## config.mk

```make
export PLATFORM = sky130hd
export DESIGN_NAME = fcu_flag_unit
export DESIGN_NICKNAME = d
export VERILOG_FILES = /design/src/rtl/fcu_pkg.sv /design/src/rtl/fcu_arith.sv /design/src/rtl/fcu_cond.sv /design/src/rtl/fcu_status.sv /design/src/rtl/fcu_flag_unit.sv
export SDC_FILE = /design/constraint.sdc
export NUM_CORES = 1
export LEC_CHECK = 0
export ABC_AREA = 1
export BUFFER_PORTS_ARGS = -buffer_cell sky130_fd_sc_hd__buf_2
export CORE_MARGIN = 3
export CORE_UTILIZATION = 52
export CTS_CLUSTER_SIZE = 30
export DETAILED_ROUTE_END_ITERATION = 10
export PLACE_DENSITY_LB_ADDON = 0.12
export SLEW_MARGIN = 10
export SYNTH_ARGS = -nofsm -noshare
export SYNTH_HDL_FRONTEND = slang
export SYNTH_SLANG_ARGS = --single-unit
```

## constraint.sdc

```tcl
create_clock -name clk -period 4.07 [get_ports clk]
set_clock_uncertainty 0.05 [all_clocks]
set_input_delay 0.407 -clock clk [delete_from_list [all_inputs] [get_ports clk]]
set_output_delay 0.407 -clock clk [all_outputs]
set_load 0.02 [all_outputs]
```

## src/rtl/fcu_pkg.sv

```systemverilog
package fcu_pkg;

    localparam int STATUS_W = 32;
    localparam int FLAGS_W  = 4;

    typedef enum logic [2:0] {
        OP_ADD   = 3'd0,
        OP_ADC   = 3'd1,
        OP_SUB   = 3'd2,
        OP_SBC   = 3'd3,
        OP_ADDX  = 3'd4,
        OP_SUBX  = 3'd5,
        OP_MOVE  = 3'd6,
        OP_MOVE2 = 3'd7
    } alu_op_e;

    typedef enum logic [3:0] {
        CC_EQ = 4'd0,  CC_NE = 4'd1,  CC_CS = 4'd2,  CC_CC = 4'd3,
        CC_MI = 4'd4,  CC_PL = 4'd5,  CC_VS = 4'd6,  CC_VC = 4'd7,
        CC_HI = 4'd8,  CC_LS = 4'd9,  CC_GE = 4'd10, CC_LT = 4'd11,
        CC_GT = 4'd12, CC_LE = 4'd13, CC_AL = 4'd14, CC_NV = 4'd15
    } cond_e;

    typedef struct packed {
        logic n;
        logic z;
        logic c;
        logic v;
    } nzcv_t;

    function automatic logic is_subtract(alu_op_e op);
        return (op == OP_SUB) || (op == OP_SBC) || (op == OP_SUBX);
    endfunction

    function automatic logic is_arith(alu_op_e op);
        return (op != OP_MOVE) && (op != OP_MOVE2);
    endfunction

    // Conditions come in true/inverse pairs; bit 0 selects the inverse.
    function automatic logic cond_holds(cond_e cc, nzcv_t f);
        logic base;
        case (cc[3:1])
            3'd0:    base = f.z;
            3'd1:    base = f.c;
            3'd2:    base = f.n;
            3'd3:    base = f.v;
            3'd4:    base = f.c & ~f.z;
            3'd5:    base = (f.n == f.v);
            3'd6:    base = ~f.z & (f.n == f.v);
            default: base = 1'b1;
        endcase
        return base ^ cc[0];
    endfunction

endpackage

```

## src/rtl/fcu_arith.sv

```systemverilog
module fcu_arith
    import fcu_pkg::*;
#(
    parameter int W = 32
) (
    input  logic [W-1:0] a,
    input  logic [W-1:0] b,
    input  alu_op_e      op,
    input  logic         carry_in,
    input  nzcv_t        flags_q,
    output logic [W-1:0] result,
    output nzcv_t        flags_d
);
    localparam int SUM_W = W + 1;

    logic [W-1:0]     b_eff;
    logic             cin;
    logic [SUM_W-1:0] sum;
    logic             arith;

    always_comb begin
        arith = is_arith(op);
        b_eff = is_subtract(op) ? ~b : b;
        case (op)
            OP_ADD:         cin = 1'b0;
            OP_SUB:         cin = 1'b1;
            OP_ADC, OP_SBC: cin = flags_q.c;
            default:        cin = carry_in;
        endcase
        sum    = {1'b0, a} + {1'b0, b_eff} + {{W{1'b0}}, cin};
        result = arith ? sum[W-1:0] : a;

        flags_d.n = result[W-1];
        flags_d.z = (result == '0);
        flags_d.c = arith ? sum[W] : flags_q.c;
        flags_d.v = arith ? ((a[W-1] == b_eff[W-1]) && (sum[W-1] != a[W-1]))
                          : flags_q.v;
    end
endmodule

```

## src/rtl/fcu_cond.sv

```systemverilog
module fcu_cond
    import fcu_pkg::*;
(
    input  logic  clk,
    input  logic  rst,
    input  cond_e cc,
    input  nzcv_t flags,
    output logic  pass
);
    always_comb pass = cond_holds(cc, flags);

    assert_never_R7: assert property (@(posedge clk) disable iff (rst)
        (cc == CC_NV) |-> !pass);
    assert_always_R7: assert property (@(posedge clk) disable iff (rst)
        (cc == CC_AL) |-> pass);
    assert_pl_R6: assert property (@(posedge clk) disable iff (rst)
        (cc == CC_PL) |-> (pass == !flags.n));
endmodule

```

## src/rtl/fcu_status.sv

```systemverilog
module fcu_status
    import fcu_pkg::*;
(
    input  logic  clk,
    input  logic  rst,
    input  logic  load,
    input  nzcv_t d,
    output nzcv_t q
);
    always_ff @(posedge clk) begin
        if (rst)       q <= '0;
        else if (load) q <= d;
    end

    assert_hold_R8: assert property (@(posedge clk) disable iff (rst)
        (!$past(rst) && !$past(load)) |-> $stable(q));
    assert_reset_R10: assert property (@(posedge clk)
        $past(rst) |-> (q == '0));
endmodule

```

## src/rtl/fcu_flag_unit.sv

```systemverilog
module fcu_flag_unit
    import fcu_pkg::*;
#(
    parameter int W = 32
) (
    input  logic                clk,
    input  logic                rst,
    input  logic [W-1:0]        opnd_a,
    input  logic [W-1:0]        opnd_b,
    input  logic [2:0]          op_sel,
    input  logic                carry_in,
    input  logic                set_flags,
    input  logic [3:0]          cond_code,
    output logic [W-1:0]        result,
    output logic [STATUS_W-1:0] status_word,
    output logic                exec_en
);
    localparam int LOW_W = STATUS_W - FLAGS_W;

    nzcv_t flags_q;
    nzcv_t flags_d;
    logic  load;

    fcu_arith #(.W(W)) arith_i (
        .a        (opnd_a),
        .b        (opnd_b),
        .op       (alu_op_e'(op_sel)),
        .carry_in (carry_in),
        .flags_q  (flags_q),
        .result   (result),
        .flags_d  (flags_d)
    );

    fcu_cond cond_i (
        .clk   (clk),
        .rst   (rst),
        .cc    (cond_e'(cond_code)),
        .flags (flags_q),
        .pass  (exec_en)
    );

    assign load = set_flags & exec_en;

    fcu_status status_i (
        .clk  (clk),
        .rst  (rst),
        .load (load),
        .d    (flags_d),
        .q    (flags_q)
    );

    assign status_word = {flags_q, {LOW_W{1'b0}}};

    assert_neg_R1: assert property (@(posedge clk) disable iff (rst)
        (!$past(rst) && $past(load)) |-> (status_word[31] == $past(result[W-1])));
    assert_zero_R2: assert property (@(posedge clk) disable iff (rst)
        (!$past(rst) && $past(load)) |-> (status_word[30] == ($past(result) == '0)));
    assert_move_keeps_cv_R9: assert property (@(posedge clk) disable iff (rst)
        (!$past(rst) && $past(load) && $past(op_sel[2:1] == 2'b11))
            |-> (status_word[29:28] == $past(status_word[29:28])));
endmodule

```

# Word level (Yosys, flattened, before mapping)
# Index checks and enable logic that the tools add are counted.
dict set report word_totals {
  ff_bits 4
  latchBits 0
  ramBits 0
  rom_bits 0
  in_bits 75
  output_inout_bits 65
  mem_count 0
}
dict set report op_classes {
  n_addsub 2
  n_mul 0
  n_div 0
  order_cmp 0
  n_eq_ne 15
  shift 0
  muxes 4
  n_bitwise 6
  n_reduce_logical 9
}
# cell count
set op_table {}
lappend op_table {{two-way mux 32 bit} 2}
lappend op_table {{adder 32 x 32 -> 33 bit} 1}
lappend op_table {{adder 33 x 1 -> 33 bit} 1}
lappend op_table {{zero test 32 bit} 1}
lappend op_table {{NOT 32 bit} 1}
lappend op_table {{equality test 3 x 2 -> 1 bit (second input constant)} 4}
lappend op_table {{equality test 3 bit (second input constant)} 4}
lappend op_table {{case mux 1 bit (7 select lines)} 1}
lappend op_table {{equality test 3 x 1 -> 1 bit (second input constant)} 2}
lappend op_table {{zero test 3 bit} 2}
lappend op_table {{inequality test 3 bit (second input constant)} 2}
lappend op_table {{AND 1 bit} 3}
lappend op_table {{case mux 1 bit (3 select lines)} 1}
lappend op_table {{equality test 1 bit} 2}
lappend op_table {{logical AND 1 bit} 2}
lappend op_table {{logical OR 1 bit} 2}
lappend op_table {{AND reduction 2 bit} 1}
lappend op_table {{OR reduction 2 bit} 1}
lappend op_table {{inequality test 1 bit} 1}
lappend op_table {{NOT 1 bit} 1}
lappend op_table {{bitwise XOR 1 bit} 1}

# Logic depth before layout (Yosys ltp)
# Gate-level depths: netlist of the first run.
dict set report logic_depth {
  depth_word 8
  mapped_depth 25
}

# Cells and area by module
# A second synthesis of the first run with hierarchy kept.
dict set report unflattened {
  hier_cells 773
  hier_area_um2 3867.5
}
# module instances cells_each area_each_um2
set by_module_without_submodules {}
lappend by_module_without_submodules {fcu_arith 1 686 3347.0}
lappend by_module_without_submodules {fcu_flag_unit 1 31 221.5}
lappend by_module_without_submodules {fcu_status 1 26 172.7}
lappend by_module_without_submodules {fcu_cond 1 30 126.4}

# Least setup slack after synthesis of the first run
# No wires, ideal clock.
dict set report synth_path {
  path_kind {in2reg}
  startpoint {input port op_sel[2]}
  endpoint {register status_i.q[2] (netlist name)}
  arrival_ps 3573
  path_slack_ps 334
  cell_stages 21
  n_path_buf 2
  path_cell_list {nand2_1 inv_1 clkbuf_1 nor3_2 buf_2 xnor2_1 fa_1 fa_1 inv_1 nand2_1 nand2_1 and2_1 nor2_1 o21ai_0 nor2_1 nand3_1 nor2_1 nand3_1 nor2_1 nand2_1 a21oi_2}
}
dict set report synth_between {
  elab_chain_cells 8
}
# item line
set synth_lines {}
lappend synth_lines {{start, declared} fcu_flag_unit.sv:10} ;# input logic [2:0] op_sel,
lappend synth_lines {{equality test 3 x 2 -> 1 bit} {fcu_pkg.sv:32, fcu_arith.sv:24}}
lappend synth_lines {{logical OR 1 bit (2 in series)} fcu_pkg.sv:32} ;# return (op == OP_SUB) || (op == OP_SBC) || (op == OP_SUBX);
lappend synth_lines {{two-way mux 32 bit} fcu_arith.sv:23} ;# b_eff = is_subtract(op) ? ~b : b;
lappend synth_lines {{adder 32 x 32 -> 33 bit} fcu_arith.sv:30} ;# sum = {1'b0, a} + {1'b0, b_eff} + {{W{1'b0}}, cin};
lappend synth_lines {{adder 33 x 1 -> 33 bit} fcu_arith.sv:30}
lappend synth_lines {{two-way mux 32 bit (*)} fcu_arith.sv:31} ;# result = arith ? sum[W-1:0] : a;
lappend synth_lines {{via result[4]} fcu_flag_unit.sv:14} ;# output logic [W-1:0] result,
lappend synth_lines {{zero test 32 bit (*)} fcu_arith.sv:34} ;# flags_d.z = (result == '0);
lappend synth_lines {{end signal, assigned} fcu_status.sv:11} ;# if (rst) q <= '0;
lappend synth_lines {{end signal, assigned} fcu_status.sv:12} ;# else if (load) q <= d;
lappend synth_lines {{end, declared} fcu_status.sv:8} ;# output nzcv_t q
# Mark *: on every way through the listed nets, which the timed path passes. The rest lies on a longest branch.
# A chain may end at the register's enable or synchronous reset.

# Final worst setup path of the first run
dict set report layout_path {
  startpoint {input port op_sel[2]}
  endpoint {output port result[31]}
}
dict set report layout_between {
  elab_chain_cells 7
}
# item line
set layout_lines {}
lappend layout_lines {{equality test 3 x 2 -> 1 bit} {fcu_pkg.sv:32, fcu_arith.sv:24}}
lappend layout_lines {{logical OR 1 bit (2 in series)} fcu_pkg.sv:32}
lappend layout_lines {{two-way mux 32 bit} fcu_arith.sv:23}
lappend layout_lines {{adder 32 x 32 -> 33 bit} fcu_arith.sv:30}
lappend layout_lines {{adder 33 x 1 -> 33 bit} fcu_arith.sv:30}
lappend layout_lines {{two-way mux 32 bit (*)} fcu_arith.sv:31}
lappend layout_lines {{end, declared} fcu_flag_unit.sv:14}
# Mark *: on every way between the ends. The rest lies on a longest branch, timed or not.

==> results.md, run 1 <==
- Final Wtd Congestion: around 0.95
- Post-Synthesis Cells: between 700 and 800
- First-pass GRT wire length: between 15000 and 20000 um
- RSZ-0062 raised after global routing: no
- Clock Sinks: 4
- Avg WL per Cell: ~13 um
- CP startpoint kind: input port
- Initial Util: a little under three fifths
- DR iter-0 viols: 241
- Largest net degree at the start of global routing: 47
- Post-synth EDFFs: 0
- Synth area leaders: nand2_1 (26%), inv_1 (14%), ha_1 (9.9%), nand3_1 (7.8%), xor2_1 (6.7%)
- Input/output buffers: approximately 110
- Fin area: 4500 um^2
- Top Registers: status_i.q: 4 flops
- Hold slack: approximately 0.34 ns
- Yosys reg bits: 4
- Top reg by flops: status_i.q
- Drt drc: 0
- Worst-path clk slew: ~0.030 ns
- WP data required: roughly 3.6 ns
- Post-synth ARST share: 0%
- Area leader, netlist: nand2_1
- Die Width: ~90 um
- Worst rel slew slack: approximately 66%
- Critical path, cell by cell: buf_2 -> nand2_1 -> inv_1 -> nor3_4 -> buf_4 -> xor2_1 -> ha_1 -> nand2_2 -> nor2_1 -> nand2_1 -> nand2_2 -> nand2_1 -> nand2_1 -> nand3_1 -> nand2_1 -> nand2_1 -> nand3_1 -> o21ai_2 -> inv_1 -> buf_2
- 1st-pass router iterations: 8
- CTS Root Cell: clkbuf_8
- CP Max Fanout: 17
- Final design utilization: a little under two thirds
- Top cell type's share of synthesized area: roughly a quarter
- DP Area: ~4500 um^2
- Top FF cell, synth: dfxtp_1
- Worst Path Arrival: 3.14 ns
- Yosys cell types: 33
- Tot GR Track Use: 27.7%
- Post-CTS Setup Bufs: 0
- CTS buffer count: 3
- # setup viols final: 0
- Critical path's slowest cell: ha_1
- Worst-Skew Late Latency: roughly 0.22 ns
- Most common cell in the netlist: nand2_1
- P per Cell Area: 287 nW/um^2
- Fillers: 742
- Antenna violations before repair: 0
- Most common cell on crit path: nand2_1
- Post_cts resized: 0
- Outcome: completed
- Crit end category: output port
- Post-DP HPWL: 10700 um
- Worst path max stage delay: ~0.40 ns
- Largest register FFs: 4
- Yosys warning total: 0
- F_max: around 280 MHz
- P_leak: a little under 3 nW
- Fin cells: between 900 and 1000
- Worst-margin pin slew: approximately 0.52 ns
- Die Span Y: slightly above 90 um
- Slew Viols, Final: 0
- Final WL: 12500 um
- Core area: 7060 um^2
- Via-to-Cell Ratio: 4.99
- Sequential share of the synthesized area: roughly 2%
- Antenna Nets Post-Route: 0
- Nets: 986
- Max H-tree Level: 1
- Crit share post-route: 88.3%
- Rows: 30
- Maximum vdd drop: between 0.1 and 0.15 mV
- Final setup TNS: 0 ns
- Global route overflow: 0
- Post-synth top cells: nand2_1 (275), inv_1 (147), nand3_1 (61), nor2_1 (55), ha_1 (31)
- Share of layout cells above drive strength 1: between 10% and 20%
- Via count: 4852
- Vias in the first global route: roughly 4200
- Dpl cells: between 900 and 1000
- Synth-to-Final Area Change: 15.0%
- Cts hold-fix bufs: 0
- CTS tree: done
- Tmin final: 3.59 ns
- I/O pin total: 140
- Max-cap violations: 0
- Hold Violations, Final: 0
- DIE AREA: approximately 8600 um^2
- Hold Path Class: input port to flop
- # diodes: 0
- Avg Inst Size Synth: ~5.1 um^2
- Clock Tree Buf Depth: 2
- Mapped Area: about 4000 um^2
- WS Path Type: input port to output port
==> stage by stage <==
step           power, W  setup WS (ns)
2_1_floorplan  0.000902          0.334
3_3_place_gp    0.00117          0.597
3_5_place_dp    0.00119          0.523
4_1_cts         0.00128          0.511
5_1_grt         0.00143          0.139
6_report        0.00129          0.477
==> worst max-delay path, delay by kind of cell <==
family	cells	cell delay, ns
AO/OA/AOI/OAI	1	0.07
AND/OR/NAND/NOR	12	1.36
adder cells (fa/ha/maj)	1	0.40
buffers and inverters	5	0.77
XOR/XNOR	1	0.13
==> power by group <==
part | internal, W | total (W) | switching, W | leakage [nW]
Sequential | 0.0000427 | 0.0000456 | 0.00000294 | 0.0328
Clock | 0.0000634 | 0.0000880 | 0.0000246 | 0.0216
Combinational | 0.000380 | 0.00116 | 0.000777 | 2.85
Total | 0.000487 | 0.00129 | 0.000804 | 2.91
==> routing by layer <==
| metal | wire (um) | GRT usage (%) | vias to the layer above |
|---|---|---|---|
| met2 | 5780 | 48.8 | 184 |
| met3 | 842 | 1.38 | 10 |
| li1 | - | - | 2517 |
| met5 | 0 | 0 | - |
| met4 | 163 | 4.76 | 0 |
| met1 | 5680 | 37.7 | 2141 |
==> cell families after synthesis <==
family,after synthesis,synth area share [%]
AND/OR/NAND/NOR,458,51.2
AO/OA/AOI/OAI,51,7.07
buffers and inverters,191,21.4
other,1,0.0959
XOR/XNOR,32,7.17
adder cells (fa/ha/maj),33,10.9
flip-flops,4,2.05
==> final cells by class <==
cell class              count  area [um^2]  area share (%)
multi-input cells         602         3100            68.9
repair buffers            115          586            13.0
inverters                 152          571            12.7
well taps                  96          120            2.67
flip-flops and latches      4         80.1            1.78
clock buffers               3         41.3           0.918
==> cell usage in the layout (no fill, tap or decap) <==
cell type,synthesis,final
nor4_1,1,1
nor2_1,55,55
nand2_1,275,275
nor3_4,0,1
nor3_2,4,3
clkinv_1,1,1
o21ai_2,1,1
nand3_2,8,8
nand2_2,16,16
xnor2_1,2,2
nand4_1,10,10
a21oi_2,2,2
inv_2,4,4
o21ai_0,16,16
conb_1,1,28
o21ai_1,2,2
clkbuf_8,0,3
fa_1,2,2
inv_1,147,147
or2_1,1,1
or2_2,7,7
dfxtp_1,4,4
and2_1,3,3
buf_4,30,4
a21oi_1,26,26
buf_2,7,111
xor2_1,30,30
nand3b_1,3,3
a211oi_1,1,1
nor2_2,7,7
ha_1,31,31
nand3_1,61,61
o21bai_1,3,3
nor3_1,7,7
==> path summary, 6_finish.rpt <==
check                                   start             to  slack (ns)  cells after the start
worst max-delay path                op_sel[2]     result[31]        0.48                     20
worst min-delay path                      rst  status_i.q[2]        0.34                      2
worst max register to register  status_i.q[1]  status_i.q[2]        0.77                     21
worst min register to register  status_i.q[2]  status_i.q[2]        0.46                      2
Power figures use the tool's default switching activity.
==> run 2, diff against run 1 <==
--- a/config.mk
+++ b/config.mk
@@ -5,10 +5,9 @@
 export SDC_FILE = /design/constraint.sdc
 export NUM_CORES = 1
 export LEC_CHECK = 0
-export ABC_AREA = 1
+export ABC_AREA = 0
 export BUFFER_PORTS_ARGS = -buffer_cell sky130_fd_sc_hd__buf_2
-export CORE_MARGIN = 3
-export CORE_UTILIZATION = 52
+export CORE_UTILIZATION = 50
 export CTS_CLUSTER_SIZE = 30
 export DETAILED_ROUTE_END_ITERATION = 10
 export PLACE_DENSITY_LB_ADDON = 0.12
==> results.md, run 2 <==
- Yosys warning total: 0
- Min-delay src: rst
- WL met1: around 5000 um
- Worst-path clk slew: around 0.030 ns
- Cts hold-fix bufs: 0
- Largest register FFs: 4
- Commonest non-fill, non-tap cell in the layout: buf_2
- Most frequent cells in the layout: buf_2 (107), buf_4 (77), nor2_1 (47)
- # diodes: 0
- Sequential share of the synthesized area: under 10%
- Yosys reg bits: 4
- Maximum vdd drop: around 0.21 mV
- Area leader, netlist: ha_1
- CTS Root Cell: clkbuf_8
- Max-cap violations: 0
- Global route overflow: 0
- DP Area: about 4300 um^2
- P_leak: between 2 and 2.5 nW
- Hold Path Sink: status_i.q[0]
- Avg Inst Size Synth: about 6.8 um^2
- Hold Path Class: input port to flop
- Die Span Y: between 80 and 90 um
- RR Endpoint: status_i.q[2]
- Final Wtd Congestion: slightly above 0.9
- P per Cell Area: 317 nW/um^2
- First-pass GRT wire length: about 17000 um
- Top sig layer: met4
- Rows: 29
- Core area: 6350 um^2
- Area of the multi-input gates: 3050 um^2
- CP startpoint kind: input port
- # setup viols final: 0
- FF-to-FF Start: status_i.q[1]
- RSZ-0062 raised after global routing: yes
- Synth-to-Final Area Change: 36.6%
- Max H-tree Level: 1
- CTS tree: done
- Met2 WL: between 5000 and 6000 um
- Antenna Nets Post-Route: 0
- Hold-critical path depth: 2
- CP Max Fanout: 5
- Clock Tree Buf Depth: 2
- Avg WL per Cell: around 15 um
- Clock Sinks: 4
- Slew Viols, Final: 0
- Crit end category: output port
- Nets: ~760
- Hold Violations, Final: 0
- Worst R2R Setup Slack: roughly 0.27 ns
- Post-synth ARST share: 0%
- CTS buffer count: 3
- Post-synth EDFFs: 0
- Vias in the first global route: 3791
- FF/Latch Area: about 80 um^2
- Largest net degree at the start of global routing: 26
- Met3 routed WL: between 600 and 700 um
- Final WL: between 10000 and 15000 um
- Drt drc: 0
- Post-Place Setup Slack: -0.0810 ns
- Post-Synthesis Cells: 484
- Die Width: between 80 and 90 um
- Cells on worst reg2reg path: 17
- Top reg by flops: status_i.q
- Worst Path Arrival: 3.55 ns
- Initial Util: around half
- 1st-pass router iterations: 5
- Tot GR Track Use: approximately 30%
- Post-synth top cells: nor2_1 (47), nand2_1 (45), a21oi_1 (43), xnor2_1 (40), ha_1 (31)
- F_max: 250 MHz
- I/O pin total: 140
- Mapped Area: approximately 3300 um^2
- Via count: approximately 4200
- Yosys cell types: 65
- Fillers: between 500 and 600
- Antenna violations before repair: 0
- Share of layout cells above drive strength 1: 34.2%
- Top cell type's share of synthesized area: between 10% and 20%
- Post-DP HPWL: about 9000 um
- WS Path Type: input port to output port
- Most common cell in the netlist: nor2_1
- Input/output buffers: between 100 and 150
- Outcome: completed
- Via-to-Cell Ratio: approximately 5.7
- Tmin final: ~4 ns
- Crit share post-route: a little over nine tenths
- WP data required: 3.61 ns
- Top Registers: status_i.q: 4 flops
- DIE AREA: a little under 7000 um^2
- DR iter-0 viols: ~190
- Fin area: ~4500 um^2
- Final setup margin: roughly 0.068 ns
- Worst-Skew Late Latency: about 0.21 ns
- Synth area leaders: ha_1 (12%), xnor2_1 (11%), buf_4 (6.6%), a21oi_1 (6.5%), nor2_1 (5.4%)
- Top FF cell, synth: dfxtp_1
==> run 2: cells by family after synthesis <==
| logic type | after synthesis | share of synthesized area [%] |
|---|---|---|
| DFF | 4 | 2.43 |
| adders and majority gates | 33 | 13.0 |
| muxes | 11 | 3.99 |
| buffers and inverters | 62 | 10.5 |
| xor gates and xnor gates | 52 | 13.8 |
| and+or+nand+nor | 185 | 28.6 |
| other | 1 | 0.114 |
| AOI/OAI and AO/OA | 136 | 27.5 |
==> run 2: worst max path at each step <==
stage,to,slack (ns),start
5_1_grt,result[28],-0.06,op_sel[1]
4_1_cts,result[28],0.01,op_sel[0]
3_5_place_dp,status_i.q[2],-0.08,op_sel[0]
3_3_place_gp,status_i.q[2],-0.02,op_sel[0]
2_1_floorplan,status_i.q[2],0.003,op_sel[2]
6_report,result[28],0.07,op_sel[1]
==> run 2: power by group <==
part	total, W	internal, W	switching, W	leakage, nW
registers	0.0000461	0.0000425	0.00000357	0.0326
logic	0.00130	0.000570	0.000729	2.12
clock network	0.0000827	0.0000630	0.0000197	0.0216
==> run 2: layout make-up <==
cell class                      count  area share, %
Multi-Input combinational cell    445           67.9
Tap cell                           77           2.14
Inverter                           10          0.834
Sequential cell                     4           1.78
Timing Repair Buffer              190           26.4
Clock buffer                        3          0.918
==> run 2: timing repair <==
item / CTS / global route
gates resized for setup: 5 / 22
setup endpoints to repair: 6 / 15
pin swaps: 1 / 8
buffers inserted: 0 / 8
==> run 2: per-layer routing <==
metal | vias up | GRT usage [%]
met5 | - | 0
met4 | 0 | 6.90
met3 | 17 | 1.69
met2 | 168 | 51.0
met1 | 1908 | 40.8
li1 | 2065 | -
==> run 2: metrics by stage <==
| stage | cells | setup TNS, ns | hold slack, ns | util [%] | power (W) |
|---|---|---|---|---|---|
| 2_1_floorplan | 511 | 0 | 0.429 | - | 0.000866 |
| 3_3_place_gp | 718 | -0.0207 | 0.461 | 67.6 | 0.00127 |
| 3_5_place_dp | 718 | -0.228 | 0.476 | 67.6 | 0.00128 |
| 4_1_cts | 721 | 0 | 0.373 | 68.5 | 0.00138 |
| 5_1_grt | 729 | -0.0826 | 0.407 | 70.9 | 0.00154 |
| 6_report | 729 | 0 | 0.376 | 70.9 | 0.00143 |
==> run 2: worst max-delay path: stages <==
cell and delay, ns:
buf_6 0.10, buf_6 0.11, mux2i_4 0.22, xor2_2 0.12, fa_2 0.42, fa_2 0.40, nor2b_4 0.14, o2111ai_2 0.16
a21boi_2 0.22, buf_4 0.16, o21ai_4 0.05, buf_6 0.14, a41oi_2 0.20, buf_4 0.17, a21oi_1 0.08, xor2_1 0.15
o21ai_1 0.13, buf_4 0.16
==> run 3, diff against run 2 <==
--- a/config.mk
+++ b/config.mk
@@ -11,6 +11,7 @@
 export CTS_CLUSTER_SIZE = 30
 export DETAILED_ROUTE_END_ITERATION = 10
 export PLACE_DENSITY_LB_ADDON = 0.12
+export REMOVE_ABC_BUFFERS = 1
 export SLEW_MARGIN = 10
 export SYNTH_ARGS = -nofsm -noshare
 export SYNTH_HDL_FRONTEND = slang
==> results.md, run 3 (synthesis gave the netlist of run 2 again) <==
- Cells on worst reg2reg path: 16
- CTS Root Cell: clkbuf_8
- Crit share post-route: between 90% and 100%
- WS Path Type: input port to output port
- Commonest non-fill, non-tap cell in the layout: buf_2
- Fin area: approximately 4600 um^2
- Avg WL per Cell: between 15 and 20 um
- Clock Sinks: 4
- DR iter-0 viols: between 200 and 250
- Crit end category: output port
- Worst Setup EP: result[28]
- Worst-path clk slew: around 0.030 ns
- Worst Path Arrival: 3.49 ns
- Worst R2R Setup Slack: approximately 0.22 ns
- Hold Violations, Final: 0
- Via count: approximately 4300
- Global route overflow: 0
- Clock Tree Buf Depth: 2
- FF/Latch Area: 80.1 um^2
- Worst-Skew Late Latency: roughly 0.21 ns
- Post-DP HPWL: 8960 um
- Tot GR Track Use: slightly above 30%
- Hold Path Class: input port to flop
- Most frequent cells in the layout: buf_2 (107), buf_4 (83), nor2_1 (47)
- CP startpoint kind: input port
- Initial Util: 51.9%
- Cts hold-fix bufs: 0
- Core area: about 6300 um^2
- Max-cap violations: 0
- Die Span Y: ~83 um
- CP Launch Point: op_sel[1]
- Tmin final: 3.95 ns
- CP Max Fanout: 8
- Slew Viols, Final: 0
- Input/output buffers: 111
- # setup viols final: 0
- Final setup margin: approximately 0.12 ns
- First-pass GRT wire length: about 18000 um
- Drt drc: 0
- RR Endpoint: status_i.q[2]
- F_max: between 200 and 300 MHz
- Synth-to-Final Area Change: 40.5%
- DP Area: between 4000 and 5000 um^2
- FF-to-FF Start: status_i.q[1]
- Top Registers: status_i.q: 4 flops
- Area of the multi-input gates: around 3100 um^2
- Vias in the first global route: between 3000 and 4000
- P_leak: approximately 2.2 nW
- Post-Place Setup Slack: -0.125 ns
- Via-to-Cell Ratio: between 5 and 6
- WP data required: roughly 3.6 ns
- # diodes: 0
- Antenna violations before repair: 0
- Largest register FFs: 4
- CTS buffer count: 3
- Share of layout cells above drive strength 1: 35.9%
- Final Wtd Congestion: between 0.9 and 1
- I/O pin total: 140
- Nets: 771
- DIE AREA: 6910 um^2
- 1st-pass router iterations: 5
- Outcome: completed
- Final WL: ~11000 um
- Largest net degree at the start of global routing: 25
- Max H-tree Level: 1
- CTS tree: done
- Fillers: 557
- P per Cell Area: 320 nW/um^2
- Rows: 29
- Die Width: approximately 83 um
- Antenna Nets Post-Route: 0
- Top reg by flops: status_i.q
- Maximum vdd drop: 0.221 mV
-- run 3: worst min-delay path by stage --
stage | startpoint | endpoint | slack [ns] | depth (start not counted)
6_report | rst | status_i.q[0] | 0.37 | 2
2_1_floorplan | rst | status_i.q[0] | 0.43 | 1
3_5_place_dp | status_i.q[2] | status_i.q[2] | 0.46 | 2
4_1_cts | rst | status_i.q[0] | 0.37 | 2
5_1_grt | rst | status_i.q[0] | 0.38 | 2
3_3_place_gp | status_i.q[2] | status_i.q[2] | 0.47 | 2
-- run 3: cell type report --
class	count	area share [%]
Tap cell	77	2.08
Sequential cell	4	1.73
Multi-Input combinational cell	445	66.9
Clock buffer	3	0.892
Inverter	10	0.811
Timing Repair Buffer	199	27.6
-- run 3: where the power goes --
group / internal [W] / switching [W]
clock network: 0.0000629 / 0.0000184
registers: 0.0000426 / 0.00000371
logic: 0.000605 / 0.000746
total: 0.000711 / 0.000769
-- run 3: per-layer routing --
metal	vias up	share of wire [%]	global-route usage [%]
li1	2082	-	-
met1	1977	44	40.1
met2	201	48	54.4
met3	23	6.3	2.68
met4	0	2.1	6.58
met5	-	0	0
-- run 3: what timing repair did --
item | in CTS | in global routing
pin swaps | 2 | 17
gates resized for setup | 3 | 32
setup endpoints to repair | 2 | 13
buffers inserted | 3 | 9
-- run 3: stage by stage --
| stage | power, W | hold slack (ns) | TNS (ns) | utilization [%] | cells |
|---|---|---|---|---|---|
| global route | 0.00159 | 0.383 | -0.0774 | 72.9 | 738 |
| finish | 0.00148 | 0.372 | 0 | 72.9 | 738 |
| CTS | 0.00140 | 0.373 | -0.0177 | 69.8 | 730 |
| detailed placement | 0.00130 | 0.460 | -0.305 | 68.6 | 724 |
| global placement | 0.00129 | 0.466 | -0.0653 | 68.6 | 724 |
| floorplan | 0.000834 | 0.429 | -51.91 | - | 459 |
-- run 3: worst max-delay path, cell delays in order --
cell and delay [ns]:
buf_6 0.11, buf_6 0.12, mux2i_4 0.17, buf_6 0.16
buf_12 0.12, buf_12 0.12, xnor2_1 0.07, ha_1 0.40
nand4_1 0.27, nor3_2 0.31, o21ai_2 0.12, buf_4 0.16
a41oi_1 0.24, buf_4 0.18, a21oi_1 0.08, xor2_1 0.15
o21ai_1 0.13, buf_4 0.16
